===== src/rtl/fsr_pkg.sv =====
package fsr_pkg;
  typedef enum logic [2:0] {
    CLS_ZERO = 3'd0,
    CLS_FIN  = 3'd1,
    CLS_INF  = 3'd2,
    CLS_QNAN = 3'd3,
    CLS_SNAN = 3'd4
  } opcls_e;

  typedef enum logic [1:0] {
    RM_NEAR  = 2'b00,
    RM_DOWN  = 2'b01,
    RM_UP    = 2'b10,
    RM_TRUNC = 2'b11
  } rmode_e;

  function automatic logic cls_is_nan(opcls_e c);
    return (c == CLS_QNAN) || (c == CLS_SNAN);
  endfunction
endpackage


===== src/rtl/fsr_classify.sv =====
module fsr_classify #(
  parameter int EXP_W  = 11,
  parameter int FRAC_W = 52
) (
  input  logic [EXP_W+FRAC_W:0] opnd,
  input  logic                  from_int,
  output fsr_pkg::opcls_e       cls,
  output logic                  sign_eff
);
  import fsr_pkg::*;
  localparam int W = 1 + EXP_W + FRAC_W;

  logic [EXP_W-1:0]  expo;
  logic [FRAC_W-1:0] frac;
  logic exp_ones, exp_zero, frac_zero;

  assign expo      = opnd[W-2:FRAC_W];
  assign frac      = opnd[FRAC_W-1:0];
  assign exp_ones  = &expo;
  assign exp_zero  = ~|expo;
  assign frac_zero = ~|frac;

  always_comb begin
    if (exp_ones) begin
      if (frac_zero)             cls = CLS_INF;
      else if (frac[FRAC_W-1])   cls = CLS_QNAN;
      else                       cls = CLS_SNAN;
    end else if (exp_zero && frac_zero) begin
      cls = CLS_ZERO;
    end else begin
      cls = CLS_FIN;
    end
  end

  // an integer-derived zero is always positive
  assign sign_eff = (from_int && cls == CLS_ZERO) ? 1'b0 : opnd[W-1];
endmodule


===== src/rtl/fsr_decide.sv =====
module fsr_decide #(
  parameter int EXP_W  = 11,
  parameter int FRAC_W = 52
) (
  input  logic [EXP_W+FRAC_W:0] op_a,
  input  logic [EXP_W+FRAC_W:0] op_b,
  input  fsr_pkg::opcls_e       cls_a,
  input  fsr_pkg::opcls_e       cls_b,
  input  logic                  sgn_a,
  input  logic                  sgn_b,
  input  logic [1:0]            rnd_mode,
  input  logic [EXP_W+FRAC_W:0] raw_sum,
  input  logic                  raw_zero,
  output logic [EXP_W+FRAC_W:0] res,
  output logic                  ovr,
  output logic                  inv,
  output logic                  ev_nan,
  output logic                  ev_inf_clash,
  output logic                  ev_zero_rule
);
  import fsr_pkg::*;
  localparam int W = 1 + EXP_W + FRAC_W;

  function automatic logic [W-1:0] quieten(logic [W-1:0] x);
    logic [W-1:0] y;
    y = x;
    y[FRAC_W-1] = 1'b1;
    return y;
  endfunction

  function automatic logic [W-1:0] default_nan();
    return {1'b1, {EXP_W{1'b1}}, 1'b1, {(FRAC_W-1){1'b0}}};
  endfunction

  function automatic logic [W-1:0] zero_of(logic s);
    return {s, {(W-1){1'b0}}};
  endfunction

  logic nan_a, nan_b, inf_a, inf_b, both_zero, mode_down;

  assign nan_a     = cls_is_nan(cls_a);
  assign nan_b     = cls_is_nan(cls_b);
  assign inf_a     = (cls_a == CLS_INF);
  assign inf_b     = (cls_b == CLS_INF);
  assign both_zero = (cls_a == CLS_ZERO) && (cls_b == CLS_ZERO);
  assign mode_down = (rnd_mode == RM_DOWN);

  assign ev_nan       = nan_a | nan_b;
  assign ev_inf_clash = !ev_nan && inf_a && inf_b && (op_a[W-1] != op_b[W-1]);
  assign ev_zero_rule = !ev_nan && !inf_a && !inf_b && (both_zero || raw_zero);

  always_comb begin
    res = raw_sum;
    ovr = 1'b0;
    inv = 1'b0;
    if (ev_nan) begin
      ovr = 1'b1;
      inv = (cls_a == CLS_SNAN) || (cls_b == CLS_SNAN);
      res = nan_a ? quieten(op_a) : quieten(op_b);
    end else if (inf_a && inf_b) begin
      ovr = 1'b1;
      if (ev_inf_clash) begin
        inv = 1'b1;
        res = default_nan();
      end else begin
        res = op_a;
      end
    end else if (inf_a) begin
      ovr = 1'b1;
      res = op_a;
    end else if (inf_b) begin
      ovr = 1'b1;
      res = op_b;
    end else if (both_zero) begin
      ovr = 1'b1;
      res = zero_of((sgn_a == sgn_b) ? sgn_a : mode_down);
    end else if (raw_zero) begin
      ovr = 1'b1;
      res = zero_of(mode_down);
    end
  end
endmodule


===== src/rtl/fadd_special_resolver.sv =====
module fadd_special_resolver #(
  parameter int EXP_W  = 11,
  parameter int FRAC_W = 52
) (
  input  logic                  clk,
  input  logic                  rst_n,
  input  logic                  in_valid,
  input  logic [EXP_W+FRAC_W:0] op_a,
  input  logic [EXP_W+FRAC_W:0] op_b,
  input  logic                  a_from_int,
  input  logic                  b_from_int,
  input  logic [1:0]            rnd_mode,
  input  logic [EXP_W+FRAC_W:0] raw_sum,
  input  logic                  raw_zero,
  output logic                  out_valid,
  output logic [EXP_W+FRAC_W:0] result,
  output logic                  override,
  output logic                  invalid
);
  import fsr_pkg::*;
  localparam int W     = 1 + EXP_W + FRAC_W;
  localparam int N_OPS = 2;

  logic [W-1:0] opnd     [N_OPS];
  logic         from_int [N_OPS];
  opcls_e       cls      [N_OPS];
  logic         sgn      [N_OPS];

  assign opnd[0]     = op_a;
  assign opnd[1]     = op_b;
  assign from_int[0] = a_from_int;
  assign from_int[1] = b_from_int;

  for (genvar g = 0; g < N_OPS; g++) begin : g_cls
    fsr_classify #(.EXP_W(EXP_W), .FRAC_W(FRAC_W)) u_cls (
      .opnd     (opnd[g]),
      .from_int (from_int[g]),
      .cls      (cls[g]),
      .sign_eff (sgn[g])
    );
  end

  logic [W-1:0] res_d;
  logic         ovr_d, inv_d;
  logic         ev_nan, ev_inf_clash, ev_zero_rule;

  fsr_decide #(.EXP_W(EXP_W), .FRAC_W(FRAC_W)) u_dec (
    .op_a         (op_a),
    .op_b         (op_b),
    .cls_a        (cls[0]),
    .cls_b        (cls[1]),
    .sgn_a        (sgn[0]),
    .sgn_b        (sgn[1]),
    .rnd_mode     (rnd_mode),
    .raw_sum      (raw_sum),
    .raw_zero     (raw_zero),
    .res          (res_d),
    .ovr          (ovr_d),
    .inv          (inv_d),
    .ev_nan       (ev_nan),
    .ev_inf_clash (ev_inf_clash),
    .ev_zero_rule (ev_zero_rule)
  );

  always_ff @(posedge clk) begin
    if (!rst_n) begin
      out_valid <= 1'b0;
      result    <= '0;
      override  <= 1'b0;
      invalid   <= 1'b0;
    end else begin
      out_valid <= in_valid;
      if (in_valid) begin
        result   <= res_d;
        override <= ovr_d;
        invalid  <= inv_d;
      end
    end
  end
endmodule


===== config.mk =====
export PLATFORM = sky130hd
export DESIGN_NAME = fadd_special_resolver
export DESIGN_NICKNAME = d
export VERILOG_FILES = /design/src/rtl/fsr_pkg.sv /design/src/rtl/fsr_classify.sv /design/src/rtl/fsr_decide.sv /design/src/rtl/fadd_special_resolver.sv
export SDC_FILE = /design/constraint.sdc
export NUM_CORES = 1
export LEC_CHECK = 0
export ABC_AREA = 0
export CELL_PAD_IN_SITES_DETAIL_PLACEMENT = 1
export CELL_PAD_IN_SITES_GLOBAL_PLACEMENT = 2
export CORE_MARGIN = 5
export CORE_UTILIZATION = 17
export CTS_CLUSTER_SIZE = 14
export DETAILED_ROUTE_END_ITERATION = 16
export HOLD_SLACK_MARGIN = 0.06
export PLACE_DENSITY = 0.89
export RECOVER_POWER = 25
export SLEW_MARGIN = 40
export SYNTH_ARGS = -nofsm -noshare
export SYNTH_HDL_FRONTEND = slang
export SYNTH_SLANG_ARGS = --single-unit

===== constraint.sdc =====
create_clock -name clk -period 3.2 [get_ports clk]
set_input_delay 0.64 -clock clk [delete_from_list [all_inputs] [get_ports clk]]
set_output_delay 0.64 -clock clk [all_outputs]
set_load 0.02 [all_outputs]

# ---- Word level (Yosys, flattened, before mapping)
# Index checks and enable logic that the tools add are counted.
dict set report word_totals {
  ff_bits 67
  latchBits 0
  mem_bits_rw 0
  romBits 0
  inputBits 200
  out_inout_bits 67
  elab_cells 67
  memories 0
}
dict set report op_classes {
  add_sub_neg 0
  n_mul 0
  div 0
  n_lt_le_gt_ge 0
  eq_ne 9
  n_shift 0
  n_mux 28
  bitwise_logic 1
  reduce_logical 25
}
# op n
set ops {}
lappend ops {{64-bit 2-to-1 mux} 8}
lappend ops {{52-bit OR reduction} 2}
lappend ops {{11-bit AND reduction} 2}
lappend ops {{11-bit OR reduction} 2}
lappend ops {{3-bit 2-to-1 mux} 6}
lappend ops {{1-bit 2-to-1 mux} 14}
lappend ops {{3-bit by 2-bit == test with 1-bit output, second input constant} 4}
lappend ops {{1-bit logical AND} 9}
lappend ops {{3-bit == test, second input constant} 2}
lappend ops {{3-bit logical NOT} 2}
lappend ops {{1-bit logical NOT} 5}
lappend ops {{1-bit logical OR} 3}
lappend ops {{2-bit by 1-bit == test with 1-bit output, second input constant} 1}
lappend ops {{1-bit == test} 1}
lappend ops {{1-bit inequality test} 1}
lappend ops {{1-bit OR} 1}

# ---- Logic depth before layout (Yosys ltp)
dict set report logic_depth {
  word_depth 15
  depth_mapped 8
}

# ---- Hierarchy
# From an unflattened synthesis, not the netlist that was laid out.
dict set report hier_totals {
  hier_cells 533
  area_unflattened_um2 4584.4
}
# mod instances cells_each area_per_inst_um2 seq_area_each_um2
set by_module_without_submodules {}
lappend by_module_without_submodules {fadd_special_resolver 1 215 2553.7 1341.3}
lappend by_module_without_submodules {fsr_decide 1 254 1590.3 0.0}
lappend by_module_without_submodules {fsr_classify 2 32 220.2 0.0}

# ---- Least setup slack after synthesis
# Ideal clock, no wire load.
dict set report synth_timing {
  path_type {input to register}
  startpoint {input port op_a[6]}
  endpoint {register result[3]}
  arrival_ps 2397
  setup_slack_ps 733
  path_stages 7
  path_buffers 1
  path_cell_list {nor4_1 nand4_1 or4_4 a211oi_4 buf_6 a221oi_1 a21oi_1}
}
dict set report synth_via {
  elab_chain_len 15
  word_cells_on_any_way 25
  cone_classes {eq/ne: 3; mux: 10; bitwise: 1; reduce/logical: 11}
}
# element line_no
set synth_lines {}
lappend synth_lines {{start: declaration} fadd_special_resolver.sv:8} ;# input logic [EXP_W+FRAC_W:0] op_a,
lappend synth_lines {{52-bit OR reduction *} fsr_classify.sv:21} ;# assign frac_zero = ~|frac;
lappend synth_lines {{1-bit logical NOT} fsr_classify.sv:21}
lappend synth_lines {{1-bit logical AND} fsr_classify.sv:28} ;# end else if (exp_zero && frac_zero) begin
lappend synth_lines {{1-bit 2-to-1 mux} fsr_classify.sv:28}
lappend synth_lines {{3-bit 2-to-1 mux *} fsr_classify.sv:24} ;# if (exp_ones) begin
lappend synth_lines {{3-bit by 2-bit == test with 1-bit output or 3-bit == test (tied branches)} fsr_pkg.sv:18} ;# return (c == CLS_QNAN) || (c == CLS_SNAN);
lappend synth_lines {{1-bit logical OR} fsr_pkg.sv:18}
lappend synth_lines {{1-bit OR} fsr_decide.sv:48} ;# assign ev_nan = nan_a | nan_b;
lappend synth_lines {{1-bit logical NOT} fsr_decide.sv:49} ;# assign ev_inf_clash = !ev_nan && inf_a && inf_b && (op_a[W-1] != op_b[W-1]);
lappend synth_lines {{1-bit logical AND (3 in a row)} fsr_decide.sv:49}
lappend synth_lines {{64-bit 2-to-1 mux} fsr_decide.sv:62} ;# if (ev_inf_clash) begin
lappend synth_lines {{64-bit 2-to-1 mux} fsr_decide.sv:60} ;# end else if (inf_a && inf_b) begin
lappend synth_lines {{64-bit 2-to-1 mux *} fsr_decide.sv:56} ;# if (ev_nan) begin
lappend synth_lines {{end signal: assignment} fadd_special_resolver.sv:74} ;# result <= res_d;
lappend synth_lines {{end: declaration} fadd_special_resolver.sv:16} ;# output logic [EXP_W+FRAC_W:0] result,
# Mark *: on every way between the ends. The rest lies on a longest branch, timed or not.
# A chain may end at the register's enable or synchronous reset.

# ---- Final worst setup path
dict set report layout_timing {
  startpoint {input port op_a[1]}
  endpoint {register result[27]}
}
# Same word-level chain as after synthesis.

==> results <==
==> kinds of logic after synthesis <==
family,count (synthesis),synth area share (%)
AND/OR/NAND/NOR,131,18.8
flip-flops,67,38.6
adder cells (fa/ha/maj),1,0.288
buffers and inverters,41,6.80
XOR/XNOR,1,0.252
AO/OA/AOI/OAI,197,35.3
==> registers in the layout, indices dropped and copies added (netlist names) <==
register,count
invalid,1
out_valid,1
override,1
result,64
==> through the flow <==
stage                     hold slack [ns]  area, µm²
after floorplan                     0.591       3480
after global placement              0.477       6730
after detailed placement            0.491       6730
after CTS                           0.511       7040
after global routing                0.536       7050
final                               0.499       7050
==> worst min-delay path, cell delays in order (launching register included) <==
cell and delay [ns]:
dfxtp_1 0.32, o21ai_0 0.07, nor2_1 0.07
==> per-layer routing <==
layer	part of all wire (%)	track usage, %	up-vias	wire, µm
met4	0.79	4.03	0	161
met1	42	20.1	2310	8630
met2	50	28.6	197	10100
met5	0	0	-	0
met3	7.1	5.03	10	1460
li1	-	-	2283	-
==> worst min-delay path by stage <==
stage | cells after the start | end
finish | 2 | result[53]
global route | 2 | result[54]
CTS | 2 | result[58]
detailed placement | 2 | result[58]
global placement | 2 | result[62]
floorplan | 2 | result[52]
==> area by class of cell <==
cell class                 instances  area (µm²)
sequential                        67        1340
fill                            2371       13100
multi-input combinational        330        1950
tap                              270         338
clock inverter                     4        48.8
clock buffer                      12         256
inverter                           2        7.51
timing repair buffer             317        3110
==> Yosys cell counts (2+ instances only) <==
cell      number
a21oi_1       67
a221oi_1      51
a31oi_1        2
buf_2          6
buf_6         10
clkbuf_1      23
dfxtp_1       67
nand2_1       56
nand2b_1       3
nand3_1        6
nand4_1        9
nor2_1        14
nor3_1         4
nor4_1        32
o21ai_0       66
==> power breakdown <==
group	internal, mW	leakage (nW)	switching [mW]
sequential	0.888	0.555	0.0245
combinational	0.371	1.90	0.288
clock	0.645	0.153	0.384
==> flow_metrics.env <==
export IMPL_reg2reg_depth=2
export IMPL_grt_max_degree=68
export IMPL_portBuffers=266
export IMPL_critPathMaxFanout=21
export IMPL_grt_pass1_wl_um=30000
export IMPL_drive_gt1_share_pct=10.7
export IMPL_dr_pass1_iters=4
export IMPL_root_buffer="clkbuf_16"
export IMPL_synthTopCellsByArea="dfxtp_1 (39%), a221oi_1 (13%), a21oi_1 (9.6%)"
export IMPL_grtUsageTotal_pct=16.5
export IMPL_antenna_cells_inserted=0
export IMPL_numPlacedInstances=986
export IMPL_syn2layout_area_growth_pct=103
export IMPL_post_cts_buffers=0
export IMPL_dp_slack_ns=-0.459
export IMPL_maxCapViolations=0
export IMPL_syn_mean_instance_area_um2=7.94
export IMPL_start_util_pct=17.2
export IMPL_dp_hpwl_um=16200
export IMPL_reg2reg_from="result[63]"
export IMPL_finalCritPeriodShare_pct=95.1
export IMPL_clockBufferDepth=2
export IMPL_cp_endpoint="result[27]"
export IMPL_clock_latency_ns=0.33
export IMPL_synth_edff_count=0
export IMPL_yosys_area_top_type="dfxtp_1"
export IMPL_clkSinkCount=67
export IMPL_cts_tree="built"
export IMPL_cp_cell_sequence="clkdlybuf4s50_1 > nor4_2 > nand4_1 > or4_4 > a211oi_4 > buf_4 > buf_12 > a221oi_1 > a21oi_1"
export IMPL_crit_family="simple AND/OR/NAND/NOR gates"
export IMPL_layout_commonest_cell="clkdlybuf4s50_1"
export IMPL_wl_per_cell_um=20.3
export IMPL_final_cell_mix="clkdlybuf4s50_1 (232), a21oi_1 (67), dfxtp_1 (67)"
export IMPL_postCtsHoldBufs=0
export IMPL_syn_nets=638
export IMPL_r2r_end="result[63]"
export IMPL_fin_crit_ns=3.04
export IMPL_ys_warn_count=0
export IMPL_power_density_mw_per_mm2=369
export IMPL_grt_overflow=0
export IMPL_ys_seq_area_share_pct=38.6
export IMPL_ys_flop_type="dfxtp_1"
export IMPL_first_global_vias=5019
export IMPL_drc=0
export IMPL_antenna_found_initial=0
export IMPL_crit_path_end_kind="flip-flop"
export IMPL_setup_viol=0
export IMPL_fin_ws_ns=0.156
export IMPL_hold_path_class="reg -> reg"
export IMPL_synthArstFlopShare_pct=0
export IMPL_power_mw=2.60
export IMPL_cts_resized=1
export IMPL_clk_pin_slew_ns=0.06
export IMPL_status="complete, no violations"
export IMPL_clock_skew_ns=0
export IMPL_h_tree_depth=3
export IMPL_ys_ff_latch=67
export IMPL_drv_slew=0
export IMPL_worstHoldStart="result[53]"
export IMPL_final_hold_viol_count=0
export IMPL_arrival_ns=3.30
export IMPL_numCtsBuffers=9
export IMPL_final_nets=927
export IMPL_maxSlewHeadroom_pct=60.9
export IMPL_rows=52
export IMPL_cp_num_buf_inv=3
export IMPL_leakage_nw=2.60
export IMPL_critPathSlowestCell="or4_4"
export IMPL_drtIter0Drc=275
export IMPL_crit_start="op_a[1]"
export IMPL_synth_top_area_share_pct=38.6
export IMPL_coreArea_mm2=0.0202
export IMPL_cp_depth=9
export IMPL_synth_area_mm2=0.00348
export IMPL_io_pin_count=267
export IMPL_cp_start_kind="primary input"
export IMPL_die_h_um=153
export IMPL_synth_cell_types=37
export IMPL_tightest_slew_ns=0.585
export IMPL_synthCells=438
export IMPL_finalCoreUtilization_pct=35.0
export IMPL_rsz0062_at_grt="no"
export IMPL_dieWidth_um=153
export IMPL_slowest_delay_ns=0.64
export IMPL_peakVddDrop_mv=0.211
export IMPL_viasPerCell=4.79
export IMPL_tns_ns=0
export IMPL_postRouteAntennaNets=0
export IMPL_crit_type="in -> reg"
export IMPL_dieArea_mm2=0.0234
export IMPL_required_ns=3.46
export IMPL_stdcell_count=1002
export IMPL_fmax_ghz=0.329
export IMPL_num_vias=4800
export IMPL_gp_congestion=0.818
export IMPL_r2r_slack_ns=2.53
export IMPL_drt_wl_total_um=20400
(Power assumes the default switching activity.)
